===== src/rtl/irq_tree_pkg.sv =====
package irq_tree_pkg;
  localparam int UNIT_W    = 8;
  localparam int SLAVE_N   = 4;
  localparam int LINE_N    = UNIT_W * SLAVE_N;
  localparam int LINE_W    = $clog2(LINE_N);
  localparam int IDX_W     = $clog2(UNIT_W);
  localparam int SLAVE_W   = $clog2(SLAVE_N);
  localparam int ADDR_W    = 4;
  localparam int DATA_W    = 8;
  localparam int TRIG_HI_W = 3;
  localparam int EISA_BASE = 7;
  localparam logic [4:0] EOI_TAG = 5'b11100;

  // address groups, selected by regAddr[3:2]
  localparam logic [1:0] GRP_MASK = 2'b00;
  localparam logic [1:0] GRP_SCMD = 2'b01;
  localparam logic [1:0] GRP_MISC = 2'b10;
  localparam logic [1:0] GRP_PEND = 2'b11;
  localparam logic [1:0] MISC_MCMD  = 2'd0;
  localparam logic [1:0] MISC_MREQ  = 2'd1;
  localparam logic [1:0] MISC_TRIG0 = 2'd2;
  localparam logic [1:0] MISC_TRIG1 = 2'd3;

  typedef struct packed {
    logic [SLAVE_N-1:0] maskWr;
    logic [SLAVE_N-1:0] slaveEoi;
    logic               masterEoi;
    logic [1:0]         trigWr;
    logic               ack;
  } ctrl_strobes_t;

  // master input that each slave cascades into
  function automatic logic [IDX_W-1:0] masterInputOf(input logic [SLAVE_W-1:0] k);
    return (k == '0) ? IDX_W'(1) : IDX_W'(k) + IDX_W'(2);
  endfunction

  // sparse trigger-byte map onto tree lines
  function automatic logic [LINE_N-1:0] levelVector(input logic [DATA_W-1:0] lo,
                                                    input logic [TRIG_HI_W-1:0] hi);
    logic [LINE_N-1:0] v;
    v = '0;
    for (int j = 0; j < 5; j++) v[EISA_BASE + 3 + j] = lo[j];
    for (int j = 5; j < 8; j++) v[EISA_BASE + 4 + j] = lo[j];
    v[EISA_BASE + 12] = hi[0];
    for (int j = 1; j < 3; j++) v[EISA_BASE + 13 + j] = hi[j];
    return v;
  endfunction
endpackage


===== src/rtl/irq_prio_unit.sv =====
module irq_prio_unit #(
  parameter  int WIDTH = 8,
  localparam int IW    = $clog2(WIDTH)
) (
  input  logic [WIDTH-1:0] reqVec,
  input  logic [WIDTH-1:0] inService,
  output logic             grantValid,
  output logic [IW-1:0]    grantIdx
);
  // fixed priority, index 0 highest; an in-service bit stops the scan
  always_comb begin
    logic stop;
    stop       = 1'b0;
    grantValid = 1'b0;
    grantIdx   = '0;
    for (int i = 0; i < WIDTH; i++) begin
      if (!stop) begin
        if (inService[i]) begin
          stop = 1'b1;
        end else if (reqVec[i]) begin
          grantValid = 1'b1;
          grantIdx   = IW'(i);
          stop       = 1'b1;
        end
      end
    end
  end
endmodule


===== src/rtl/irq_tree_ctrl.sv =====
module irq_tree_ctrl
  import irq_tree_pkg::*;
(
  input  logic                    regWrEn,
  input  logic [ADDR_W-1:0]       regAddr,
  input  logic [4:0]              eoiTag,
  input  logic                    ackStrobe,
  input  logic                    irqPending,
  output ctrl_strobes_t           strobes
);
  logic eoiOk;
  assign eoiOk = (eoiTag == EOI_TAG);

  always_comb begin
    strobes     = '0;
    strobes.ack = ackStrobe & irqPending;
    if (regWrEn) begin
      unique case (regAddr[3:2])
        GRP_MASK: strobes.maskWr[regAddr[1:0]]   = 1'b1;
        GRP_SCMD: strobes.slaveEoi[regAddr[1:0]] = eoiOk;
        GRP_MISC: begin
          unique case (regAddr[1:0])
            MISC_MCMD:  strobes.masterEoi = eoiOk;
            MISC_TRIG0: strobes.trigWr[0] = 1'b1;
            MISC_TRIG1: strobes.trigWr[1] = 1'b1;
            default:    ;
          endcase
        end
        default: ;
      endcase
    end
  end
endmodule


===== src/rtl/irq_tree_datapath.sv =====
module irq_tree_datapath
  import irq_tree_pkg::*;
(
  input  logic                clk,
  input  logic                rstN,
  input  ctrl_strobes_t       strobes,
  input  logic [DATA_W-1:0]   wrData,
  input  logic [ADDR_W-1:0]   rdAddr,
  input  logic [LINE_N-1:0]   reqLines,
  input  logic                bridgeReq,
  output logic [DATA_W-1:0]   rdData,
  output logic                irqOut,
  output logic                irqFromBridge,
  output logic [LINE_W-1:0]   irqLine
);
  logic [LINE_N-1:0]    maskFlat;
  logic [LINE_N-1:0]    slaveIsrFlat;
  logic [UNIT_W-1:0]    masterIsr;
  logic [DATA_W-1:0]    trigLo;
  logic [TRIG_HI_W-1:0] trigHi;
  logic [LINE_N-1:0]    edgeLatch;
  logic [LINE_N-1:0]    prevIn;

  logic [LINE_N-1:0]    levelVec, riseVec, pendRaw, ackClr, edgeLatchNext;
  logic [LINE_N-1:0]    slaveIsrNext;
  logic [UNIT_W-1:0]    masterIsrNext, masterReqVec;
  logic [SLAVE_N-1:0]   sValid;
  logic [IDX_W-1:0]     sIdx [SLAVE_N];
  logic                 mValid;
  logic [IDX_W-1:0]     mIdx;
  logic                 winIsSlave;
  logic [SLAVE_W-1:0]   winSlave;

  assign levelVec = levelVector(trigLo, trigHi);
  assign riseVec  = reqLines & ~prevIn;
  assign pendRaw  = (edgeLatch & ~levelVec) | (reqLines & levelVec);

  // slave priority units
  for (genvar k = 0; k < SLAVE_N; k++) begin : g_slave
    irq_prio_unit #(.WIDTH(UNIT_W)) u_slavePrio (
      .reqVec     (pendRaw[k*UNIT_W +: UNIT_W] & ~maskFlat[k*UNIT_W +: UNIT_W]),
      .inService  (slaveIsrFlat[k*UNIT_W +: UNIT_W]),
      .grantValid (sValid[k]),
      .grantIdx   (sIdx[k])
    );
  end

  always_comb begin
    masterReqVec    = '0;
    masterReqVec[0] = bridgeReq;
    for (int k = 0; k < SLAVE_N; k++)
      masterReqVec[masterInputOf(SLAVE_W'(k))] = sValid[k];
  end

  irq_prio_unit #(.WIDTH(UNIT_W)) u_masterPrio (
    .reqVec     (masterReqVec),
    .inService  (masterIsr),
    .grantValid (mValid),
    .grantIdx   (mIdx)
  );

  always_comb begin
    winIsSlave = 1'b0;
    winSlave   = '0;
    for (int k = 0; k < SLAVE_N; k++) begin
      if (masterInputOf(SLAVE_W'(k)) == mIdx) begin
        winIsSlave = mValid;
        winSlave   = SLAVE_W'(k);
      end
    end
  end

  assign irqOut        = mValid;
  assign irqFromBridge = mValid && (mIdx == '0);
  assign irqLine       = winIsSlave ? {winSlave, sIdx[winSlave]} : '0;

  // next state of in-service and latch state; acknowledge wins over retire
  always_comb begin
    slaveIsrNext  = slaveIsrFlat;
    masterIsrNext = masterIsr;
    ackClr        = '0;
    for (int k = 0; k < SLAVE_N; k++)
      if (strobes.slaveEoi[k]) slaveIsrNext[k*UNIT_W + int'(wrData[IDX_W-1:0])] = 1'b0;
    if (strobes.masterEoi) masterIsrNext[wrData[IDX_W-1:0]] = 1'b0;
    if (strobes.ack) begin
      masterIsrNext[mIdx] = 1'b1;
      if (winIsSlave) begin
        slaveIsrNext[irqLine] = 1'b1;
        ackClr[irqLine]       = 1'b1;
      end
    end
    edgeLatchNext = ((edgeLatch & ~ackClr) | riseVec) & ~levelVec;
  end

  always_ff @(posedge clk or negedge rstN) begin
    if (!rstN) begin
      maskFlat     <= '1;
      slaveIsrFlat <= '0;
      masterIsr    <= '0;
      trigLo       <= '0;
      trigHi       <= '0;
      edgeLatch    <= '0;
      prevIn       <= '0;
    end else begin
      for (int k = 0; k < SLAVE_N; k++)
        if (strobes.maskWr[k]) maskFlat[k*UNIT_W +: UNIT_W] <= wrData;
      if (strobes.trigWr[0]) trigLo <= wrData;
      if (strobes.trigWr[1]) trigHi <= wrData[TRIG_HI_W-1:0];
      slaveIsrFlat <= slaveIsrNext;
      masterIsr    <= masterIsrNext;
      edgeLatch    <= edgeLatchNext;
      prevIn       <= reqLines;
    end
  end

  // register read mux
  always_comb begin
    int sel;
    sel = int'(rdAddr[1:0]);
    unique case (rdAddr[3:2])
      GRP_MASK: rdData = maskFlat[sel*UNIT_W +: UNIT_W];
      GRP_SCMD: rdData = slaveIsrFlat[sel*UNIT_W +: UNIT_W];
      GRP_PEND: rdData = pendRaw[sel*UNIT_W +: UNIT_W];
      default: begin
        unique case (rdAddr[1:0])
          MISC_MCMD:  rdData = masterIsr;
          MISC_MREQ:  rdData = masterReqVec;
          MISC_TRIG0: rdData = trigLo;
          default:    rdData = {{(DATA_W-TRIG_HI_W){1'b0}}, trigHi};
        endcase
      end
    endcase
  end
endmodule


===== src/rtl/irq_cascade_tree.sv =====
module irq_cascade_tree
  import irq_tree_pkg::*;
(
  input  logic                clk,
  input  logic                rstN,
  input  logic [LINE_N-1:0]   reqLines,
  input  logic                bridgeReq,
  input  logic                regWrEn,
  input  logic [ADDR_W-1:0]   regAddr,
  input  logic [DATA_W-1:0]   regWrData,
  output logic [DATA_W-1:0]   regRdData,
  input  logic                ackStrobe,
  output logic                irqOut,
  output logic                irqFromBridge,
  output logic [LINE_W-1:0]   irqLine
);
  ctrl_strobes_t strobes;

  irq_tree_ctrl u_ctrl (
    .regWrEn    (regWrEn),
    .regAddr    (regAddr),
    .eoiTag     (regWrData[7:3]),
    .ackStrobe  (ackStrobe),
    .irqPending (irqOut),
    .strobes    (strobes)
  );

  irq_tree_datapath u_dp (
    .clk           (clk),
    .rstN          (rstN),
    .strobes       (strobes),
    .wrData        (regWrData),
    .rdAddr        (regAddr),
    .reqLines      (reqLines),
    .bridgeReq     (bridgeReq),
    .rdData        (regRdData),
    .irqOut        (irqOut),
    .irqFromBridge (irqFromBridge),
    .irqLine       (irqLine)
  );
endmodule


===== config.mk =====
export PLATFORM = sky130hd
export DESIGN_NAME = irq_cascade_tree
export DESIGN_NICKNAME = d
export VERILOG_FILES = /design/src/rtl/irq_tree_pkg.sv /design/src/rtl/irq_prio_unit.sv /design/src/rtl/irq_tree_ctrl.sv /design/src/rtl/irq_tree_datapath.sv /design/src/rtl/irq_cascade_tree.sv
export SDC_FILE = /design/constraint.sdc
export NUM_CORES = 1
export LEC_CHECK = 0
export ABC_AREA = 0
export BUFFER_PORTS_ARGS = -buffer_cell sky130_fd_sc_hd__buf_2
export CORE_ASPECT_RATIO = 1.4
export CORE_MARGIN = 4
export CORE_UTILIZATION = 60
export CTS_BUF_LIST = sky130_fd_sc_hd__clkbuf_4 sky130_fd_sc_hd__clkbuf_8 sky130_fd_sc_hd__clkbuf_16
export CTS_CLUSTER_DIAMETER = 200
export CTS_CLUSTER_SIZE = 28
export DETAILED_ROUTE_END_ITERATION = 6
export PLACE_DENSITY = 0.8
export SETUP_SLACK_MARGIN = 0.15
export SYNTH_ARGS = -nofsm -noshare
export SYNTH_HDL_FRONTEND = slang
export SYNTH_SLANG_ARGS = --single-unit

===== constraint.sdc =====
create_clock -name clk -period 3.4 [get_ports clk]
set_input_delay 0 -clock clk [delete_from_list [all_inputs] [get_ports clk]]
set_output_delay 0 -clock clk [all_outputs]
set_load 0.005 [all_outputs]

==> out/metrics.csv, run 1 <==
stage;metric;value;unit
critical_path;r2r-start;u_dp.slaveIsrFlat[7];
cts;cts_tree;built;
die;die-area;0.0148;sq mm
critical_path;cp-startpoint;u_dp.slaveIsrFlat[7];
grt;grtUsageTotal;36.9;%
detailed_routing;drt_iter0_drc;696;
yosys;synthArstFlopShare;100;%
detailed_routing;viasPerCell;6.62;
cts;path_clk_slew;60;ps
grt;grt_pass1_vias;7413;
timing;rsz0062_at_grt;yes;
critical_path;required;3700;ps
detailed_routing;first_pass_iters;5;
cts;clock_path_buffers;2;
yosys;ys_ff_latch;147;
placed_design;hpwl;19400;um
pwr;p_sw_share;29.9;%
layout;multi_input_area;0.00405;sq mm
detailed_routing;wire_per_inst;25.0;um
yosys;syn_inst;748;
critical_path;r2r_cells;11;
timing;finalHoldViolations;0;
critical_path;path_cells;or3b_4 -> a2111oi_4 -> o211ai_1 -> nand2_2 -> buf_4 -> o211a_1 -> o21ai_2 -> buf_4 -> or4_4 -> or3_4 -> a22o_1;
yosys;yosysSeqAreaShare;47.9;%
yosys;synth_edf_count;0;
cts;htreeDepth;4;
die;core;0.0125;sq mm
critical_path;end_kind;flip-flop;
layout;layout_common_cells;115 x dfrtp_1, 76 x buf_4, 71 x o21ai_0;
pwr;cellPowerDensity;575;mW/mm^2
yosys;mappedNetlistArea;0.00776;sq mm
placed_design;gp_congestion;1.01;
critical_path;cp-start-kind;flip-flop;
grt;grt_max_degree;81;
critical_path;cp_slowest_stage_delay;570;ps
pwr;p_leak;0.00454;uW
critical_path;reg2reg_slack;110;ps
critical_path;cpLargestDelayFamily;simple AND/OR/NAND/NOR gates;
yosys;synth.distinct_cells;77;
timing;fmax;304;MHz
timing;drv_slew;0;
flow_run;maxCapViolations;0;
placed_design;io_buffers;63;
pwr;ir_worst_vdd;0.352;mV
critical_path;endpoint;u_dp.edgeLatch[1];
layout;nFillCells;769;
grt;overflow;0;
layout;fin_nets;973;
critical_path;worstSetupPathType;reg2reg;
pwr;internal-power;4070;uW
timing;timing.slew.headroom;40.9;%
critical_path;crit_path_top_delay_cell;or4_4;
cts;clkLatencyLatePin;420;ps
cts;cts_sinks;147;
detailed_routing;route.vias.total;7191;
layout;drive_gt1_share;35.3;%
layout;postLayoutCoreUtil;80.7;%
layout;final_area;0.0101;sq mm
detailed_routing;drc;0;
die;rows;48;
outcome;status;complete, no violations;
pwr;p_clk_share;35.9;%
layout;diodes;0;
grt;grt_first_pass_wirelength;41200;um
cts;root_buffer;clkbuf_16;
pwr;p_seq_share;38.3;%
layout;area_growth_syn_to_layout;29.9;%
pwr;pwr-share-comb;25.9;%
critical_path;path_max_fanout;5;
yosys;ys.flop_type;dfrtp_1;
detailed_routing;drt_wl_total;27100;um
timing;worst_pin_slew;886;ps
critical_path;critPathBufInv;2;
layout;seqCellArea;0.00372;sq mm
timing;fin_crit;3290;ps
yosys;syn_area_per_cell;10.4;sq um
timing;fin_worst_skew;11.9;ps
critical_path;worstPathArrival;3600;ps
min_path;holdCritPathClass;in2reg;
timing;finalCritPeriodShare;96.8;%
critical_path;path_depth;11;
detailed_routing;ant_nets;0;
layout;layout_commonest_cell;dfrtp_1;
die;initial_core_util;62.1;%
die;die_x;104;um
die;io_pins;64;
yosys;yosysWarnings;0;
yosys;syn_nets;797;
grt;antenna_found_initial;0;
pwr;net-switching-power;1730;uW
critical_path;cp_common_cell;buf_4;
cts;cts_buffers;17;
critical_path;r2r_end;u_dp.edgeLatch[1];
timing;setup_violations;0;
placed_design;dpl_cell_area;0.00865;sq mm
die;die_h;143;um
[flip-flops by register name (all words and copies together), names as in the netlist]
signal and flops:
u_dp.masterIsr 8, u_dp.trigLo 8, u_dp.maskFlat 32, u_dp.trigHi 3, u_dp.prevIn 32, u_dp.edgeLatch 32, u_dp.slaveIsrFlat 32
[power by group through the flow]
stage | Sequential (uW) | Clock (uW) | Combinational (uW)
6_report | 2220 | 2080 | 1500
5_1_grt | 2240 | 2190 | 1590
4_1_cts | 2200 | 2100 | 1390
3_5_place_dp | 2220 | 0 | 1280
3_3_place_gp | 2210 | 0 | 1250
2_1_floorplan | 2170 | 0 | 767
[through the flow]
stage | setup WS [ps] | TNS [ps] | instances | total power (uW) | hold slack (ps)
final | 107 | 0 | 1086 | 5800 | 83.7
after global routing | -10.7 | -10.7 | 1086 | 6030 | 76.9
after CTS | 106 | 0 | 1074 | 5690 | 54.9
after detailed placement | 2.23 | 0 | 996 | 3500 | 32.4
after global placement | 93.8 | 0 | 996 | 3460 | 16.7
after floorplan | 283 | 0 | 748 | 2940 | -296
[metal layers]
metal / track usage, % / part of all wire [%]
met3: 6.22 / 7.3
met4: 25.4 / 7.4
met5: 0 / 0
met1: 42.0 / 35
met2: 63.9 / 50
[synth_stat cells (4+ instances only)]
| library cell | number | area (sq um) |
|---|---|---|
| a21oi_1 | 38 | 190 |
| mux4_2 | 11 | 248 |
| inv_1 | 31 | 116 |
| nand3_1 | 7 | 35.0 |
| clkbuf_1 | 18 | 67.6 |
| mux2i_1 | 24 | 240 |
| nand2_1 | 66 | 248 |
| nor2_1 | 56 | 210 |
| o32ai_1 | 4 | 35.0 |
| nand3b_1 | 5 | 37.5 |
| a21bo_2 | 5 | 50.1 |
| or2_2 | 7 | 43.8 |
| o31ai_1 | 7 | 52.6 |
| nor2b_1 | 25 | 156 |
| o21ai_0 | 72 | 360 |
| or3_1 | 4 | 25.0 |
| dfstp_2 | 32 | 841 |
| o211ai_1 | 10 | 75.1 |
| a211oi_1 | 7 | 52.6 |
| buf_1 | 7 | 26.3 |
| nand2b_1 | 22 | 138 |
| nor4_1 | 5 | 31.3 |
| mux2_2 | 52 | 586 |
| nor4b_1 | 4 | 35.0 |
| o21a_1 | 7 | 52.6 |
| a22o_1 | 18 | 158 |
| nor3_1 | 10 | 50.1 |
| dfrtp_1 | 115 | 2880 |
[layout make-up]
cell class                 instances  share of cell area, %
timing repair buffer             184                   13.6
tap                              150                   1.86
sequential                       147                   36.9
clock inverter                    12                   2.03
multi-input combinational        543                   40.1
clock buffer                      19                   4.43
inverter                          31                   1.15
[cells by family after synthesis]
| group | share of synthesized area [%] |
|---|---|
| mux | 14.0 |
| flops | 47.9 |
| compound gates | 19.4 |
| buf+inv | 2.84 |
| simple gates | 15.9 |
[how the worst min path moves through the flow]
stage,cells past startpoint,endpoint,startpoint
finish,3,u_dp.trigHi[2],regWrData[2]
global route,2,u_dp.maskFlat[16],regWrData[0]
CTS,3,u_dp.trigHi[2],regWrData[2]
detailed placement,1,u_dp.prevIn[11],rstN
global placement,1,u_dp.prevIn[11],rstN
floorplan,0,u_dp.edgeLatch[0],rstN
[repair_timing]
item / in CTS / in global routing
pin swaps: 7 / 11
endpoints found under the setup margin: 34 / 43
hold buffers: 39 / 0
endpoints found under the hold margin: 155 / 0
setup buffers: 8 / 12
gates resized for setup: 24 / 21
[tightest hold or removal path: cells and delay by family]
kind / cells / cell delay, ps
AO/OA/AOI/OAI: 1 / 90
buffers and inverters: 1 / 250
AND/OR/NAND/NOR: 1 / 100
Power figures use the tool's default switching activity.
==> run 2: changes to the inputs <==
--- a/config.mk
+++ b/config.mk
@@ -14,7 +14,7 @@
 export CTS_CLUSTER_DIAMETER = 200
 export CTS_CLUSTER_SIZE = 28
 export DETAILED_ROUTE_END_ITERATION = 6
-export PLACE_DENSITY = 0.8
+export PLACE_DENSITY_LB_ADDON = 0.08
 export SETUP_SLACK_MARGIN = 0.15
 export SYNTH_ARGS = -nofsm -noshare
 export SYNTH_HDL_FRONTEND = slang
==> run 2 against run 1 <==
- combinational power is 4% lower
- sequential power hardly changed
- cell area is 1.2% lower
- setup slack better by 21 ps
- final cell count hardly changed
- core utilization is 0.99 points lower
- first-iteration DRC count is 6.9% higher
- sequential share of layout area is 0.46 points higher
- register-to-register slack better by 20 ps
- total power is 6.0% lower
- highest routed layer unchanged
==> out/metrics.csv, run 2 (synthesis results as in run 1) <==
stage;metric;value;unit;change
outcome;status;complete, no violations;;
pwr;cellPowerDensity;548;mW/mm^2;-4.8%
detailed_routing;drt_wl_total;27400;um;+0.83%
layout;area_growth_syn_to_layout;28.3;%;
critical_path;end_kind;flip-flop;;
min_path;holdCritPathClass;in2reg;;
critical_path;cp-startpoint;u_dp.trigLo[5];;
cts;cts_buffers;17;;unchanged
detailed_routing;first_pass_iters;5;;unchanged
grt;grt_max_degree;94;;+16%
grt;grt_first_pass_wirelength;42400;um;+2.7%
timing;setup_violations;0;;unchanged
timing;worst_hold_slack;79.3;ps;-4.35 ps
timing;finalCritPeriodShare;96.2;%;-0.61 points
placed_design;place_worst_setup_slack;3.47;ps;+1.24 ps
grt;antenna_found_initial;0;;unchanged
placed_design;hpwl;19100;um;-1.5%
timing;finalHoldViolations;0;;unchanged
timing;fin_ws;128;ps;+20.7 ps
timing;timing.slew.headroom;36.5;%;-4.4 points
detailed_routing;drc;0;;unchanged
die;die-area;0.0148;sq mm;unchanged
die;rows;48;;unchanged
timing;rsz0062_at_grt;yes;;
critical_path;r2r_end;u_dp.edgeLatch[20];;
cts;root_buffer;clkbuf_16;;
layout;nFillCells;793;;+3.1%
timing;fin_worst_skew;10.7;ps;-1.27 ps
cts;clkLatencyLatePin;430;ps;about the same
critical_path;r2r_cells;11;;unchanged
timing;drv_slew;0;;unchanged
die;die_x;104;um;unchanged
placed_design;post-place-cells;1006;;+1.0%
pwr;ir_worst_vdd;0.357;mV;+1.4%
pwr;net-switching-power;1790;uW;+3.2%
layout;final_cells;1087;;+0.092%
flow_run;maxCapViolations;0;;unchanged
timing;tns;0;ps;unchanged
critical_path;endpoint;u_dp.edgeLatch[20];;
die;core;0.0125;sq mm;unchanged
pwr;p_clk_share;32.9;%;-3.0 points
layout;layout_commonest_cell;dfrtp_1;;
detailed_routing;drt_iter0_drc;744;;+6.9%
detailed_routing;ant_nets;0;;unchanged
pwr;p_seq_share;40.6;%;+2.3 points
pwr;p_sw_share;32.8;%;+2.9 points
critical_path;worstPathArrival;3580;ps;-20 ps
cts;clock_path_buffers;2;;unchanged
critical_path;worstSetupPathType;reg2reg;;
timing;fin_crit;3270;ps;-20.7 ps
critical_path;r2r-start;u_dp.trigLo[5];;
critical_path;cp-start-kind;flip-flop;;
timing;fmax;306;MHz;+0.63%
detailed_routing;viasPerCell;6.70;;+1.1%
cts;cts_sinks;147;;unchanged
grt;overflow;0;;unchanged
die;io_pins;64;;unchanged
critical_path;reg2reg_slack;130;ps;+20 ps
grt;grtUsageTotal;37.6;%;+0.63 points
timing;worst_pin_slew;952;ps;+66.2 ps
critical_path;path_max_fanout;4;;-1
grt;grt_pass1_vias;7598;;+2.5%
die;die_h;143;um;unchanged
placed_design;io_buffers;63;;unchanged
pwr;total_power;5460;uW;-6.0%
detailed_routing;route.vias.total;7278;;+1.2%
layout;layout_common_cells;115 x dfrtp_1, 78 x buf_4, 72 x o21ai_0;;
cts;cts_tree;built;;
die;initial_core_util;62.1;%;unchanged
placed_design;gp_congestion;1.03;;+1.6%
detailed_routing;wire_per_inst;25.2;um;+0.74%
pwr;pwr-share-comb;26.5;%;+0.6 points
cts;path_clk_slew;70;ps;about the same
critical_path;required;3710;ps;about the same
pwr;p_leak;0.00448;uW;-1.4%
layout;diodes;0;;unchanged
cts;htreeDepth;4;;unchanged
layout;drive_gt1_share;35.1;%;-0.14 points
pwr;internal-power;3670;uW;-9.9%
layout;fin_nets;973;;unchanged
run 2: how the worst min path moves through the flow:
stage / slack (ps) / depth (start not counted) / endpoint / from
6_report: 80 / 3 / u_dp.trigHi[2] / regWrData[2]
5_1_grt: 50 / 3 / u_dp.trigHi[2] / regWrData[2]
4_1_cts: 40 / 3 / u_dp.trigHi[2] / regWrData[2]
3_5_place_dp: 120 / 1 / u_dp.prevIn[5] / reqLines[5]
3_3_place_gp: 120 / 1 / u_dp.prevIn[10] / rstN
2_1_floorplan: -300 / 0 / u_dp.edgeLatch[0] / rstN
run 2: what timing repair did:
item | 4_1_cts | 5_1_grt
endpoints found under the setup margin | 15 | 38
gates resized for setup | 17 | 24
endpoints found under the hold margin | 161 | 0
pin swaps | 11 | 5
hold buffers | 39 | 0
buffers inserted | 9 | 1
run 2: per-stage QoR:
step                      cell area [sq um]  utilization, %
after floorplan                        7760               -
after global placement                 8720            69.8
after detailed placement               8720            69.8
after CTS                              9820            78.6
after global routing                   9960            79.8
final                                  9960            79.8
run 2: power by group through the flow:
stage | Clock [uW] | Sequential (uW) | Combinational, uW
2_1_floorplan | 0 | 2170 | 767
3_3_place_gp | 0 | 2210 | 1240
3_5_place_dp | 0 | 2230 | 1260
4_1_cts | 1800 | 2200 | 1360
5_1_grt | 1880 | 2230 | 1540
6_report | 1800 | 2210 | 1440
run 2: worst max-delay path, cell delays in order, from the launching register on:
cell     delay [ps]
dfrtp_1         370
mux2i_2         260
o221a_2         260
or4b_4          510
o21ai_4         190
o41ai_4         110
a21oi_2         180
buf_4           160
or4b_4          510
buf_6           150
a211o_1         270
a22o_1          180
run 2: layout make-up:
class / count / area [sq um] / area share, %
Inverter: 31 / 116 / 1.17
Tap cell: 150 / 188 / 1.88
Timing Repair Buffer: 184 / 1350 / 13.6
Multi-Input combinational cell: 543 / 4030 / 40.4
Sequential cell: 147 / 3720 / 37.3
Clock buffer: 18 / 439 / 4.41
Clock inverter: 14 / 120 / 1.21
run 2: per-layer routing:
metal | vias up | track usage [%] | share of wire, %
li1 | 3122 | - | -
met1 | 3567 | 43.3 | 35
met4 | 0 | 23.7 | 6.6
met3 | 121 | 7.54 | 8.3
met5 | - | 0 | 0
met2 | 468 | 64.4 | 50
==> run 3: changes to the inputs <==
--- a/config.mk
+++ b/config.mk
@@ -8,8 +8,8 @@
 export ABC_AREA = 0
 export BUFFER_PORTS_ARGS = -buffer_cell sky130_fd_sc_hd__buf_2
 export CORE_ASPECT_RATIO = 1.4
-export CORE_MARGIN = 4
-export CORE_UTILIZATION = 60
+export CORE_MARGIN = 5
+export CORE_UTILIZATION = 30
 export CTS_BUF_LIST = sky130_fd_sc_hd__clkbuf_4 sky130_fd_sc_hd__clkbuf_8 sky130_fd_sc_hd__clkbuf_16
 export CTS_CLUSTER_DIAMETER = 200
 export CTS_CLUSTER_SIZE = 28
==> run 3 against run 2 <==
- non-clock buffer count rose by 27
- total power increased by 4.9%
- cell area increased by 5.5%
- global-route usage fell by 16 points
- final cell count up 18%
- critical endpoint is now u_dp.edgeLatch[5]
- largest cell class unchanged
==> out/metrics.csv, run 3 (synthesis results as in run 1) <==
stage;metric;value;unit;change
min_path;whs_path_depth;2;;-1
layout;postLayoutCoreUtil;41.3;%;-38 points
critical_path;r2r_end;u_dp.edgeLatch[5];;
timing;fin_worst_skew;13.6;ps;+2.90 ps
critical_path;worstSetupPathType;reg2reg;;
layout;area_growth_syn_to_layout;35.4;%;
timing;fin_crit;3350;ps;+76.4 ps
detailed_routing;ant_nets;0;;unchanged
grt;antenna_found_initial;0;;unchanged
cts;root_buffer;clkbuf_16;;
pwr;internal-power;3980;uW;+8.5%
cts;cts_tree;built;;
placed_design;hpwl;23100;um;+21%
detailed_routing;wire_per_inst;23.8;um;-5.3%
grt;grt_max_degree;94;;unchanged
cts;cts_sinks;147;;unchanged
cts;cts_buffers;17;;unchanged
cts;htreeDepth;4;;unchanged
detailed_routing;route.vias.total;6960;;-4.4%
layout;layout_commonest_cell;dfrtp_1;;
critical_path;r2r_cells;10;;-1
placed_design;io_buffers;63;;unchanged
timing;fmax;299;MHz;-2.3%
grt;grtUsageTotal;21.2;%;-16 points
pwr;p_sw_share;30.5;%;-2.3 points
critical_path;end_kind;flip-flop;;
die;initial_core_util;30.5;%;-32 points
timing;finalHoldViolations;0;;unchanged
detailed_routing;drt_iter0_drc;516;;-31%
detailed_routing;first_pass_iters;5;;unchanged
die;io_pins;64;;unchanged
timing;rsz0062_at_grt;yes;;
critical_path;r2r-start;u_dp.maskFlat[3];;
pwr;pwr-share-comb;27.3;%;+0.8 points
timing;timing.slew.headroom;34.9;%;-1.6 points
pwr;ir_worst_vdd;0.334;mV;-6.3%
die;rows;69;;+44%
detailed_routing;drt_wl_total;30600;um;+12%
placed_design;dpl_cell_area;0.00911;sq mm;+4.5%
pwr;net-switching-power;1750;uW;-2.4%
die;core;0.0255;sq mm;+100%
outcome;status;complete, no violations;;
layout;drive_gt1_share;38.2;%;+3.1 points
detailed_routing;viasPerCell;5.42;;-19%
flow_run;maxCapViolations;0;;unchanged
min_path;hp-start;regWrData[3];;
detailed_routing;drc;0;;unchanged
critical_path;path_max_fanout;5;;+1
cts;clkLatencyLatePin;440;ps;about the same
pwr;cellPowerDensity;545;mW/mm^2;-0.52%
cts;path_clk_slew;70;ps;about the same
timing;worst_pin_slew;976;ps;+24.0 ps
layout;layout_common_cells;115 x dfrtp_1, 103 x buf_4, 67 x o21ai_0;;
timing;drv_slew;0;;unchanged
layout;diodes;0;;unchanged
layout;fin_nets;1000;;+2.8%
critical_path;worstPathArrival;3670;ps;+90 ps
grt;overflow;0;;unchanged
timing;setup_violations;0;;unchanged
min_path;holdCritPathClass;in2reg;;
critical_path;cp-start-kind;flip-flop;;
cts;clock_path_buffers;2;;unchanged
pwr;p_clk_share;34.2;%;+1.3 points
timing;finalCritPeriodShare;98.5;%;+2.2 points
die;die-area;0.0292;sq mm;+97%
min_path;hold_end;u_dp.maskFlat[27];;
critical_path;required;3720;ps;about the same
critical_path;reg2reg_slack;50;ps;-80 ps
layout;nFillCells;2520;;+220%
pwr;p_leak;0.00468;uW;+4.4%
die;die_h;200;um;+41%
grt;grt_pass1_vias;7331;;-3.5%
layout;final_area;0.0105;sq mm;+5.5%
die;die_x;146;um;+40%
grt;grt_first_pass_wirelength;46500;um;+9.8%
placed_design;gp_congestion;0.945;;-7.9%
pwr;p_seq_share;38.5;%;-2.1 points
-- run 3: area by class of cell --
class / count / area (sq um) / share of cell area [%]
inverters: 31 / 116 / 1.11
multi-input cells: 543 / 4090 / 38.9
clock inverters: 11 / 134 / 1.27
well taps: 319 / 399 / 3.80
clock buffers: 21 / 468 / 4.45
flip-flops and latches: 147 / 3720 / 35.4
repair buffers: 211 / 1580 / 15.1
-- run 3: how the worst max path moves through the flow --
stage | from | end | slack (ps) | cells after the start
detailed placement | u_dp.slaveIsrFlat[7] | u_dp.edgeLatch[0] | -200 | 11
floorplan | u_dp.maskFlat[2] | u_dp.edgeLatch[20] | 280 | 10
global placement | u_dp.maskFlat[7] | u_dp.edgeLatch[0] | -60 | 11
finish | u_dp.maskFlat[3] | u_dp.edgeLatch[5] | 50 | 10
CTS | u_dp.slaveIsrFlat[7] | u_dp.edgeLatch[1] | 60 | 11
global route | u_dp.maskFlat[3] | u_dp.edgeLatch[29] | -50 | 9
-- run 3: metal layers --
layer | wire, um | track usage (%)
met1 | 12100 | 25.3
met2 | 16400 | 39.0
met3 | 1040 | 2.96
met4 | 964 | 6.89
met5 | 0 | 0
-- run 3: worst max-delay path, cell delays in order, from the launching register on --
cell,delay [ps]
dfstp_2,550
nor4b_2,60
a2111o_1,480
a2111oi_4,420
nand2_2,140
o211ai_1,320
a21oi_2,80
or4_4,620
buf_4,200
nand2b_1,170
a22o_1,190
-- run 3: metrics by stage --
step | hold slack (ps) | setup WS, ps | TNS, ps | std cells | power, uW
3_3_place_gp | 124 | -62.9 | -62.9 | 1197 | 3610
4_1_cts | 18.0 | 56.9 | 0 | 1277 | 5690
3_5_place_dp | 125 | -205 | -671 | 1197 | 3630
6_report | 30.6 | 51.6 | 0 | 1283 | 5720
5_1_grt | 17.3 | -45.2 | -124 | 1283 | 6000
2_1_floorplan | -296 | 283 | 0 | 748 | 2940
-- run 3: power by group through the flow --
stage / combinational (uW) / sequential (uW) / clock [uW]
final: 1560 / 2200 / 1960
after global routing: 1690 / 2230 / 2080
after CTS: 1500 / 2190 / 2010
after detailed placement: 1410 / 2220 / 0
after global placement: 1400 / 2210 / 0
after floorplan: 767 / 2170 / 0
-- run 3: repair_timing --
item,4_1_cts,5_1_grt
hold endpoints to repair,151,0
gates resized for setup,22,39
setup buffers,10,6
pin swaps,15,11
hold buffers,38,0
setup endpoints to repair,32,57
